[src/rtl/blk3d_pkg.sv]
// Shared constants and types for the blocked 3D address generator.
// Assumes a 64-bit coordinate word with fixed integer start bits per axis.
package blk3d_pkg;

    localparam int COORD_W = 64;
    localparam int ADDR_W  = 64;
    localparam int OPC_W   = 9;
    localparam int BASE_W  = 17;   // width of the fixed interleaved block index
    localparam int NIB_W   = 4;    // width of each nibble field
    localparam int ZTOP_W  = 4;    // z bits stacked above the upper x/y fields

    // integer start bits of each axis
    localparam int X_INT = 11;
    localparam int Y_INT = 33;
    localparam int Z_INT = 55;

    // first upper bit of each axis that lives above the block index
    localparam int X_UP   = X_INT + 6;   // 17
    localparam int Y_UP   = Y_INT + 6;   // 39
    localparam int Z_HIGH = Z_INT + 5;   // 60

    // element-size operation codes
    localparam logic [OPC_W-1:0] OPC_ESZ8  = 9'h010;
    localparam logic [OPC_W-1:0] OPC_ESZ16 = 9'h012;
    localparam logic [OPC_W-1:0] OPC_ESZ32 = 9'h014;

    typedef enum logic [1:0] {
        ESZ_BYTE = 2'd0,
        ESZ_HALF = 2'd1,
        ESZ_WORD = 2'd2,
        ESZ_NONE = 2'd3
    } esz_t;

endpackage

[src/rtl/blk3d_base_mix.sv]
// Builds the fixed 17-bit interleaved block index from the low integer bits
// of x, y and z. Assumes the axis start bits given in blk3d_pkg; fraction
// bits are not read.
module blk3d_base_mix
    import blk3d_pkg::*;
(
    input  logic [COORD_W-1:0] coord,
    output logic [BASE_W-1:0]  base_idx
);

    // coordinate bits this slice does not read, reduced to one sink
    logic unused_coord;
    assign unused_coord = ^{coord[X_INT-1:0], coord[Y_INT-1:X_UP],
                            coord[Z_INT-1:Y_UP], coord[COORD_W-1:Z_HIGH]};

    // interleave: two x bits, two y bits, one z bit, then a nibble of each axis
    always_comb begin
        base_idx              = '0;
        base_idx[1:0]         = coord[X_INT +: 2];
        base_idx[3:2]         = coord[Y_INT +: 2];
        base_idx[4]           = coord[Z_INT];
        base_idx[5 +: NIB_W]  = coord[X_INT+2 +: NIB_W];
        base_idx[9 +: NIB_W]  = coord[Y_INT+2 +: NIB_W];
        base_idx[13 +: NIB_W] = coord[Z_INT+1 +: NIB_W];
    end

endmodule

[src/rtl/blk3d_upper_stack.sv]
// Stacks the upper x, y and z bits above the block index. One candidate word
// is built per legal exponent value and the exponent picks among them.
// Assumes MAX_EXP keeps all fields inside their axis and inside the word.
module blk3d_upper_stack
    import blk3d_pkg::*;
#(
    parameter int MAX_EXP = 5,
    parameter int EXP_W   = 3
)(
    input  logic [COORD_W-1:0] coord,
    input  logic [EXP_W-1:0]   exp_n,
    output logic [ADDR_W-1:0]  upper,
    output logic               exp_ok
);

    localparam int NCAND = MAX_EXP + 1;

    logic [ADDR_W-1:0] cand [NCAND];

    // whole word is fed in; only some bits are read here
    logic unused_coord;
    assign unused_coord = ^coord;

    generate
        for (genvar n = 0; n < NCAND; n++) begin : g_cand
            // place n x bits, n y bits, then the z top nibble for exponent n
            always_comb begin
                cand[n] = '0;
                for (int i = 0; i < n; i++) begin
                    cand[n][BASE_W + i]     = coord[X_UP + i];
                    cand[n][BASE_W + n + i] = coord[Y_UP + i];
                end
                for (int j = 0; j < ZTOP_W; j++) begin
                    cand[n][BASE_W + 2*n + j] = coord[Z_HIGH + j];
                end
            end
        end
    endgenerate

    // select the candidate that matches the exponent; none when out of range
    always_comb begin
        upper  = '0;
        exp_ok = 1'b0;
        for (int k = 0; k < NCAND; k++) begin
            if (exp_n == EXP_W'(k)) begin
                upper  = cand[k];
                exp_ok = 1'b1;
            end
        end
    end

endmodule

[src/rtl/blk3d_scale.sv]
// Decodes the element-size opcode, scales the raw offset and forms the error
// flag. Assumes the raw offset leaves two spare bits at the top of the word.
module blk3d_scale
    import blk3d_pkg::*;
(
    input  logic [OPC_W-1:0]  opc,
    input  logic              exp_ok,
    input  logic [ADDR_W-1:0] raw,
    output logic [ADDR_W-1:0] scaled,
    output logic              err
);

    esz_t esz;

    // map operation code to element size
    always_comb begin
        case (opc)
            OPC_ESZ8:  esz = ESZ_BYTE;
            OPC_ESZ16: esz = ESZ_HALF;
            OPC_ESZ32: esz = ESZ_WORD;
            default:   esz = ESZ_NONE;
        endcase
    end

    // shift by log2 of element bytes, zero the result on any error
    always_comb begin
        err = (esz == ESZ_NONE) || !exp_ok;
        case (esz)
            ESZ_BYTE: scaled = raw;
            ESZ_HALF: scaled = raw << 1;
            ESZ_WORD: scaled = raw << 2;
            default:  scaled = '0;
        endcase
        if (err) scaled = '0;
    end

endmodule

[src/rtl/blk3d_addr_gen.sv]
// Top of the blocked 3D address generator: combines block index and upper
// fields, scales by element size and registers the result one cycle after a
// request is accepted. Assumes the requester drops or holds in_valid freely;
// no request is taken while a result is being presented.
module blk3d_addr_gen
    import blk3d_pkg::*;
#(
    parameter int MAX_EXP = 5,
    parameter int EXP_W   = 3
)(
    input  logic               clk,
    input  logic               rst_n,
    input  logic               in_valid,
    output logic               in_ready,
    input  logic [COORD_W-1:0] in_coord,
    input  logic [EXP_W-1:0]   in_exp,
    input  logic [OPC_W-1:0]   in_opc,
    output logic               out_valid,
    output logic [ADDR_W-1:0]  out_addr,
    output logic               out_err
);

    // highest bit that any legal field can reach after the widest scaling
    localparam int USED_W = BASE_W + 2*MAX_EXP + ZTOP_W + 2;

    logic [BASE_W-1:0] base_idx;
    logic [ADDR_W-1:0] upper;
    logic [ADDR_W-1:0] raw;
    logic [ADDR_W-1:0] scaled;
    logic              exp_ok;
    logic              err;
    logic              accept;

    blk3d_base_mix u_base (
        .coord    (in_coord),
        .base_idx (base_idx)
    );

    blk3d_upper_stack #(.MAX_EXP(MAX_EXP), .EXP_W(EXP_W)) u_upper (
        .coord  (in_coord),
        .exp_n  (in_exp),
        .upper  (upper),
        .exp_ok (exp_ok)
    );

    // merge the fixed block index under the stacked fields
    assign raw = upper | ADDR_W'(base_idx);

    blk3d_scale u_scale (
        .opc    (in_opc),
        .exp_ok (exp_ok),
        .raw    (raw),
        .scaled (scaled),
        .err    (err)
    );

    // ready whenever no result is being presented
    assign in_ready = !out_valid;
    assign accept   = in_valid && in_ready;

    // capture the result on accept, hold it otherwise
    always_ff @(posedge clk) begin
        if (!rst_n) begin
            out_valid <= 1'b0;
            out_addr  <= '0;
            out_err   <= 1'b0;
        end else begin
            out_valid <= accept;
            if (accept) begin
                out_addr <= scaled;
                out_err  <= err;
            end
        end
    end

    // an accepted request shows up on the next cycle
    a_r10_result_next: assert property (@(posedge clk) disable iff (!rst_n)
        accept |=> out_valid);

    // a presented result lasts one cycle and the unit is ready after it
    a_r10_ready_back: assert property (@(posedge clk) disable iff (!rst_n)
        out_valid |=> (in_ready && !out_valid));

    // out-of-range exponent gives error and zero offset
    a_r7_exp_err: assert property (@(posedge clk) disable iff (!rst_n)
        (accept && (in_exp > EXP_W'(MAX_EXP))) |=> (out_err && out_addr == '0));

    // undefined opcode gives error and zero offset
    a_r8_opc_err: assert property (@(posedge clk) disable iff (!rst_n)
        (accept && in_opc != OPC_ESZ8 && in_opc != OPC_ESZ16 && in_opc != OPC_ESZ32)
        |=> (out_err && out_addr == '0));

    // nothing above the highest reachable field
    a_r9_high_zero: assert property (@(posedge clk) disable iff (!rst_n)
        out_valid |-> (out_addr[ADDR_W-1:USED_W] == '0));

    // without an accept the result registers keep their values
    a_r11_hold: assert property (@(posedge clk) disable iff (!rst_n)
        !accept |=> ($stable(out_addr) && $stable(out_err) && !out_valid));

endmodule

[config.mk]
export PLATFORM = sky130hd
export DESIGN_NAME = blk3d_addr_gen
export DESIGN_NICKNAME = d
export VERILOG_FILES = /design/src/rtl/blk3d_pkg.sv /design/src/rtl/blk3d_base_mix.sv /design/src/rtl/blk3d_upper_stack.sv /design/src/rtl/blk3d_scale.sv /design/src/rtl/blk3d_addr_gen.sv
export SDC_FILE = /design/constraint.sdc
export NUM_CORES = 1
export LEC_CHECK = 0
export ABC_AREA = 0
export BUFFER_PORTS_ARGS = -buffer_cell sky130_fd_sc_hd__buf_2
export CAP_MARGIN = 25
export CELL_PAD_IN_SITES_DETAIL_PLACEMENT = 1
export CELL_PAD_IN_SITES_GLOBAL_PLACEMENT = 1
export CORE_ASPECT_RATIO = 0.7
export CORE_MARGIN = 2
export CORE_UTILIZATION = 30
export DETAILED_ROUTE_END_ITERATION = 8
export PLACE_DENSITY_LB_ADDON = 0.1
export SYNTH_ARGS = -nofsm -noshare
export SYNTH_HDL_FRONTEND = slang
export SYNTH_SLANG_ARGS = --single-unit
[constraint.sdc]
create_clock -name clk -period 2.1 [get_ports clk]
set_input_delay 0.105 -clock clk [delete_from_list [all_inputs] [get_ports clk]]
set_output_delay 0.105 -clock clk [all_outputs]
set_load 0.005 [all_outputs]
Yosys cells after proc, flatten, opt, wreduce, memory -nomap -nowiden
Cells that the tools add are included.
- flip-flop bits (word level): 66
- input port bits: 79
- output and inout port bits: 67
- logic and storage cells: 36
- eq/ne operators: 11
- multiplexer cells: 15
- bitwise gates (word level): 1
- reductions and logical operators: 6
- operators with widths (kind ; number):
    one-hot mux 64 bit (3 select lines) ; 1
    2-to-1 mux 64 bit ; 1
    bitwise OR 64 x 17 -> 64 bit ; 1
    2-to-1 mux 31 bit ; 1
    2-to-1 mux 29 bit ; 1
    == test 9 x 5 -> 1 bit (second input constant) ; 3
    2-to-1 mux 27 bit ; 1
    2-to-1 mux 25 bit ; 1
    2-to-1 mux 23 bit ; 1
    2-to-1 mux 21 bit ; 1
    == test 3 x 2 -> 1 bit (second input constant) ; 2
    == test 3 bit (second input constant) ; 2
    2-to-1 mux 1 bit ; 6
    one-hot mux 2 bit (3 select lines) ; 1
    == test 2 bit (second input constant) ; 2
    == test 3 x 1 -> 1 bit (second input constant) ; 1
    zero test 3 bit ; 1
    == test 2 x 1 -> 1 bit (second input constant) ; 1
    zero test 1 bit ; 2
    zero test 2 bit ; 1
    logical AND 1 bit ; 1
    logical OR 1 bit ; 1

Longest topological paths before layout
Gate-level depths: netlist of the first run.
- depth after elaboration: 10
- gate-level depth with buffers: 7
- depth with buffers taken out: 5

Hierarchy
From an unflattened synthesis of the first run, not the netlist that was laid out.
- cell total of the unflattened synthesis: 709
- area total of the unflattened synthesis: 5669.2 um^2
- by module, submodules not included (module ; times used ; cells each ; area each (um^2) ; sequential area each (um^2)):
    blk3d_addr_gen ; 1 ; 304 ; 2728.9 ; 1321.3
    blk3d_scale ; 1 ; 287 ; 2103.3 ; 0.0
    blk3d_upper_stack ; 1 ; 101 ; 709.4 ; 0.0
    blk3d_base_mix ; 1 ; 17 ; 127.6 ; 0.0

Worst setup path after synthesis of the first run
OpenSTA, ideal clock, no wires.
- kind: input port to flip-flop
- start point: input port in_opc[6]
- end point: register out_addr[20]
- arrival time: 1.690 ns
- slack: 0.342 ns
- stages: 7
- cell sequence: or4_4 > buf_6 > nor4_4 > and2_4 > buf_12 > a22oi_2 > a21oi_2
- longest elaborated chain between the ends: 5
- ends and longest elaborated chain (what ; RTL line ; RTL):
    start, declared ; blk3d_addr_gen.sv:17 ; input logic [OPC_W-1:0] in_opc,
    == test 9 x 5 -> 1 bit ; blk3d_scale.sv:17 ; case (opc)
    one-hot mux 2 bit (3 select lines) * ; blk3d_scale.sv:17 ;
    == test 2 bit, or another cell as far along ; blk3d_scale.sv:28 ; case (esz)
    one-hot mux 64 bit (3 select lines) or logical OR 1 bit (tied branches) ; blk3d_scale.sv:28, blk3d_scale.sv:27 ;
    2-to-1 mux 64 bit * ; blk3d_scale.sv:34 ; if (err) scaled = '0;
    end signal, assigned ; blk3d_addr_gen.sv:70 ; out_addr <= scaled;
    end, declared ; blk3d_addr_gen.sv:19 ; output logic [ADDR_W-1:0] out_addr,
Every way passes the cells marked *; elsewhere a longest branch is shown, timed or not.
A chain may end at the register's enable or synchronous reset.

Final worst setup path of the first run
- start point: register out_valid
- end point: register out_addr[22]
- longest elaborated chain between the ends: 2
- ends and longest elaborated chain (what ; RTL line ; RTL):
    start, declared ; blk3d_addr_gen.sv:18 ; output logic out_valid,
    start signal, assigned ; blk3d_addr_gen.sv:68 ; out_valid <= accept;
    zero test 1 bit ; blk3d_addr_gen.sv:58 ; assign in_ready = !out_valid;
    logical AND 1 bit ; blk3d_addr_gen.sv:59 ; assign accept = in_valid && in_ready;
Every way passes these cells.

==> qor.txt, run 1 <==
Status = complete, no violations
FF-to-FF path depth = 7
PostCTS Resize Cnt = 0
Fin worst setup slack = 0.383 ns
Final min period = 1.72 ns
Critical path, cell by cell = nand2b_1 -> nor4_2 -> buf_4 -> buf_4 -> and2_1 -> o2bb2ai_1 -> o21a_1
Startpoint Class = register
Top cells by count, synth = 36 x buf_4, 35 x dfxtp_1, 26 x nand2_1, 24 x a21oi_1, 21 x a22o_1
Syn avg cell area = 8.51 sq um
Final nets = 432
Largest area contributor in the netlist = dfxtp_1
Cts bufs inserted = 5
Initial antenna violation count = 0
RSZ-0062 raised after global routing = false
Async S/R FF share, synth = 0
Worst Hold End = out_addr[0]
Final hold vios = 0
Final-report max-slew violation count = 0
Die ar. = 8600 sq um
Num rows = 27
Post-synth EDFFs = 0
First-pass GRT wire length = 11,600 microns
Period utilisation layout = 0.818
Post-DP HPWL = 5540 microns
Top cell type's share of synthesized area = 0.297
Mapped Area = 2360 sq um
Crit-path slowest cell = dfxtp_1
Maxcap violations = 0
Fin cells = 455
CP Max Fanout = 8
Post-placement cell count = 447
Setup CP Type = reg2reg
Dpl ws = 0.191 ns
Final setup fails = 0
Most numerous cell in the Yosys netlist = buf_4
Vias in the first global route = 2,216
Primary FF master, synth = dfxtp_1
Maximum clock path buffer count = 2
Data required time of the worst path = 2.34 ns
Placement Cell Area = 2730 sq um
Clock skew = 0.00220 ns
Placer Congestion = 0.791
Routed len/inst = 16.3 microns
Total Routing Usage GR = 0.173
Pin count of the biggest net entering global routing = 28
Sequential fraction of the synthesis area = 0.297
Post-route setup TNS = 0 ns
CP dominant cell by count = buf_4
Synth area leaders = dfxtp_1 30%, buf_4 11%, a22o_1 7.8%
Worst setup path startpoint = out_valid
R2R setup slack = 0.38 ns
Synth unique cells = 48
Total grt overflow = 0
Share of cells above drive strength 1 = 0.331
Synth-to-layout area growth = 19.2%
Via count = 2,299
Clock sinks = 35
Endpoint kind of the worst setup timing path = register
Die Width = 110 microns
I/O Pins = 146
Yosys reg bits = 35
Worst-path clk slew = 0.07 ns
Max VDD drop = 0.206 mV
Leakage = 1.20 nW
WP buf/inv = 2
CTS H-Tree Depth = 2
Post-Synthesis Cells = 277
Via/cell ratio = 5.05
Post-route DRC = 0
YS warnings = 0
Ant diodes = 0
Pwr per Cell Area = 486 nW/um^2
CTS tree = built
Skew-Pair Late Insertion Delay = 0.29 ns
CORE AREA = 7740 sq um
Root buf cell = clkbuf_8
WL final = 7410 microns
Initial DRC count = 126
Fmax = 582 MHz
Critical Path Max Stage Delay = 0.33 ns
Port bufs = 81
Hold path start = in_coord[11]
RR Startpoint = out_valid
Kind of cell adding the most delay to the critical path = simple AND/OR/NAND/NOR gates
Hold Crit Class = in2reg
Hold Path Depth = 3
DR pass1 iterations = 7
Die height = 78.2 microns
Setup bufs post-CTS = 0
Initial Util = 0.305
Worst EP arrival = 1.95 ns
Antenna Nets Post-Route = 0
Post-route cell area = 2810 sq um
Post-CTS Hold Buffers = 0
Worst R2R End = out_addr[22]
==> layout make-up <==
class | count | area, sq um
Fill cell | 979 | 4930
Multi-Input combinational cell | 216 | 1380
Sequential cell | 35 | 701
Timing Repair Buffer | 91 | 505
Tap cell | 101 | 126
Clock buffer | 7 | 76.3
Inverter | 4 | 15.0
Clock inverter | 1 | 5.00
==> layout by cell type, fill, tap and decap left out, types with 3 or more instances in the layout <==
master and instances:
o22ai_1 7, nor2_1 16, a22o_1 21, o21ai_0 5, buf_4 8, nand2b_1 3
o21ai_1 16, nand4_1 3, a21oi_1 24, mux2_2 3, buf_2 81, clkbuf_8 5
mux2i_1 11, a22oi_2 5, dfxtp_1 35, nand2_1 26, conb_1 31, a22oi_1 6
nor2b_1 3, a21oi_2 3, a222oi_1 7
==> sequential cells by signal (all words and copies together) (netlist names) <==
name       count
out_addr      33
out_err        1
out_valid      1
==> through the flow <==
| stage | hold WS (ns) | util | power (mW) |
|---|---|---|---|
| floorplan | 0.222 | - | 0.849 |
| global placement | 0.388 | 0.353 | 0.904 |
| detailed placement | 0.392 | 0.353 | 0.905 |
| CTS | 0.0832 | 0.363 | 1.38 |
| global route | 0.0979 | 0.363 | 1.44 |
| finish | 0.0961 | 0.363 | 1.37 |
==> routing by layer <==
layer,track usage,up-vias,part of all wire
li1,-,1116,-
met1,0.253,1077,0.49
met2,0.256,94,0.42
met3,0.0341,12,0.073
met4,0.0494,0,0.013
met5,0,-,0
==> report_power, final <==
part | internal (mW) | switching, mW
registers | 0.666 | 0.00161
logic | 0.0791 | 0.146
clock network | 0.233 | 0.240
==> cells by family (layout without fill, tap and decap cells) <==
logic type,after synthesis,count (layout),synth area share
AO/OA/AOI/OAI,104,104,0.314
AND/OR/NAND/NOR,67,67,0.162
buffers and inverters,56,103,0.165
flip-flops,35,35,0.297
multiplexers,14,14,0.0610
other,1,31,0.00159
==> how the worst max path moves through the flow <==
stage	depth (start not counted)	slack [ns]	endpoint
2_1_floorplan	7	0.34	out_addr[20]
3_3_place_gp	8	0.20	out_addr[22]
3_5_place_dp	8	0.19	out_addr[22]
4_1_cts	7	0.38	out_addr[22]
5_1_grt	7	0.27	out_addr[22]
6_report	7	0.38	out_addr[22]
==> worst reg2reg max path, stage by stage (launching register included) <==
cell and delay [ns]:
dfxtp_1 0.33, nand2b_1 0.26, nor4_2 0.30, buf_4 0.20
buf_4 0.15, and2_1 0.17, o2bb2ai_1 0.12, o21a_1 0.13
No activity file was read; power rests on OpenSTA's default activity.
==> run 2, diff against run 1 <==
Clock period 2.1 ns to 1.8 ns, I/O delays scaled along.
==> qor.txt, run 2 (same netlist as run 1, synthesis figures left out) <==
Clock skew = 0.00224 ns (+0.0000388 ns)
WL final = 7420 microns (+0.11%)
Initial DRC count = 104 (-17%)
Period utilisation layout = 0.914 (+0.0968)
Port bufs = 81 (unchanged)
Hold Path Depth = 2 (-1)
Worst setup path startpoint = out_valid
Final nets = 441 (+2.1%)
Core Util, Final = 0.372 (+0.00841)
Die height = 78.2 microns (unchanged)
Num rows = 27 (unchanged)
Routed len/inst = 16.0 microns (-1.4%)
Startpoint Class = register
CORE AREA = 7740 sq um (unchanged)
Leakage = 1.24 nW (+3.5%)
Ant diodes = 0 (unchanged)
Worst-path clk slew = 0.07 ns (about the same)
FF-to-FF path depth = 7 (unchanged)
Max reg flops = 33 (unchanged)
CTS H-Tree Depth = 2 (unchanged)
Status = complete, no violations
Root buf cell = clkbuf_8
Vias in the first global route = 2,217 (+0.045%)
Fmax = 608 MHz (+4.3%)
Most flops, register = out_addr
Worst slew pin tran = 0.546 ns
Via/cell ratio = 4.98 (-1.4%)
CP Max Fanout = 7 (-1)
Total grt overflow = 0 (unchanged)
Multi-input gate area = 1380 sq um (+0.18%)
RR Startpoint = out_valid
I/O Pins = 146 (unchanged)
First-pass GRT wire length = 11,700 microns (+0.48%)
Top flop regs = out_addr: 33 flops, out_err: 1 flops, out_valid: 1 flops
Fill count = 985 (+0.61%)
Critical Path Max Stage Delay = 0.33 ns (about the same)
Data required time of the worst path = 2.03 ns (-0.31 ns)
Hold Crit Class = in2reg
Total Routing Usage GR = 0.175 (+0.00142)
DR pass1 iterations = 4 (-3)
Cts bufs inserted = 5 (unchanged)
Crit-path slowest cell = dfxtp_1
Final-report max-slew violation count = 0 (unchanged)
Worst EP arrival = 1.87 ns (-0.08 ns)
Power Total = 1.58 mW (+15%)
Synth-to-layout area growth = 21.9%
CTS tree = built
Max VDD drop = 0.219 mV (+6.1%)
CP dominant cell by count = buf_4
Critical path, cell by cell = nand2b_2 -> nor4_2 -> buf_4 -> nand2_1 -> buf_4 -> nor2_1 -> a22o_1
Final setup fails = 0 (unchanged)
Most common cell after layout, fill and taps aside = buf_2
Maxcap violations = 0 (unchanged)
Setup CP Type = reg2reg
Final hold vios = 0 (unchanged)
Hold path start = rst_n
Commonest non-fill, non-tap cells in the layout = 81 x buf_2, 35 x dfxtp_1, 31 x conb_1
Die ar. = 8600 sq um (unchanged)
Die Width = 110 microns (unchanged)
Post-DP HPWL = 5720 microns (+3.4%)
Slew headroom = 0.632
Endpoint kind of the worst setup timing path = register
Initial Util = 0.305 (unchanged)
Via count = 2,302 (+0.13%)
Final min period = 1.65 ns (-0.0710 ns)
Placer Congestion = 0.846 (+6.9%)
Antenna Nets Post-Route = 0 (unchanged)
RSZ-0062 raised after global routing = false
Maximum clock path buffer count = 2 (unchanged)
Setup bufs post-CTS = 0 (unchanged)
Pin count of the biggest net entering global routing = 25 (-11%)
Pwr per Cell Area = 548 nW/um^2 (+13%)
Post-route DRC = 0 (unchanged)
FF+latch area = 701 sq um (unchanged)
Initial antenna violation count = 0 (unchanged)
Clock sinks = 35 (unchanged)
Skew-Pair Late Insertion Delay = 0.28 ns (about the same)
Share of cells above drive strength 1 = 0.349 (+0.0185)
==> run 2: report_power, final <==
group | switching [mW] | leakage, nW | internal, mW | total (mW)
combinational | 0.172 | 0.919 | 0.0956 | 0.268
clock | 0.272 | 0.0371 | 0.258 | 0.530
sequential | 0.00173 | 0.282 | 0.777 | 0.779
==> run 2: per-stage QoR <==
| stage | instance area [sq um] | setup TNS [ns] | hold slack [ns] | instances | worst slack, ns |
|---|---|---|---|---|---|
| floorplan | 2470 | 0 | 0.207 | 307 | 0.0569 |
| global placement | 2800 | -0.0503 | 0.366 | 456 | -0.0503 |
| detailed placement | 2800 | -0.244 | 0.370 | 456 | -0.0515 |
| CTS | 2870 | 0 | 0.0724 | 462 | 0.0566 |
| global route | 2880 | 0 | 0.0791 | 462 | 0.0665 |
| finish | 2880 | 0 | 0.0832 | 462 | 0.154 |
==> run 2: worst max-delay path: cells and delay by family, from the launching register on <==
kind                   cells  cell delay (ns)
flip-flops                 1             0.33
AND/OR/NAND/NOR            4             0.76
buffers and inverters      2             0.37
AO/OA/AOI/OAI              1             0.14
==> run 2: layout make-up <==
type | count | area share
well taps | 101 | 0.0440
inverters | 4 | 0.00522
multi-input cells | 216 | 0.481
repair buffers | 100 | 0.201
flip-flops and latches | 35 | 0.244
clock buffers | 6 | 0.0252
==> run 2: path summary, 6_finish.rpt <==
| kind | end | slack (ns) |
|---|---|---|
| setup / recovery | out_addr[30] | 0.15 |
| hold / removal | out_addr[22] | 0.08 |
| setup reg to reg | out_addr[30] | 0.15 |
| hold reg to reg | out_addr[6] | 0.45 |
==> run 2: per-layer routing <==
layer / vias up / share of wire / track usage
met5: - / 0 / 0
met4: 0 / 0.0039 / 0.0266
met3: 2 / 0.047 / 0.0349
met2: 73 / 0.43 / 0.256
met1: 1090 / 0.52 / 0.266
li1: 1137 / - / -
==> run 2: repair_timing <==
action,in CTS,in global routing
endpoints found under the setup margin,0,4
resized for setup,0,2
hold buffers,0,0
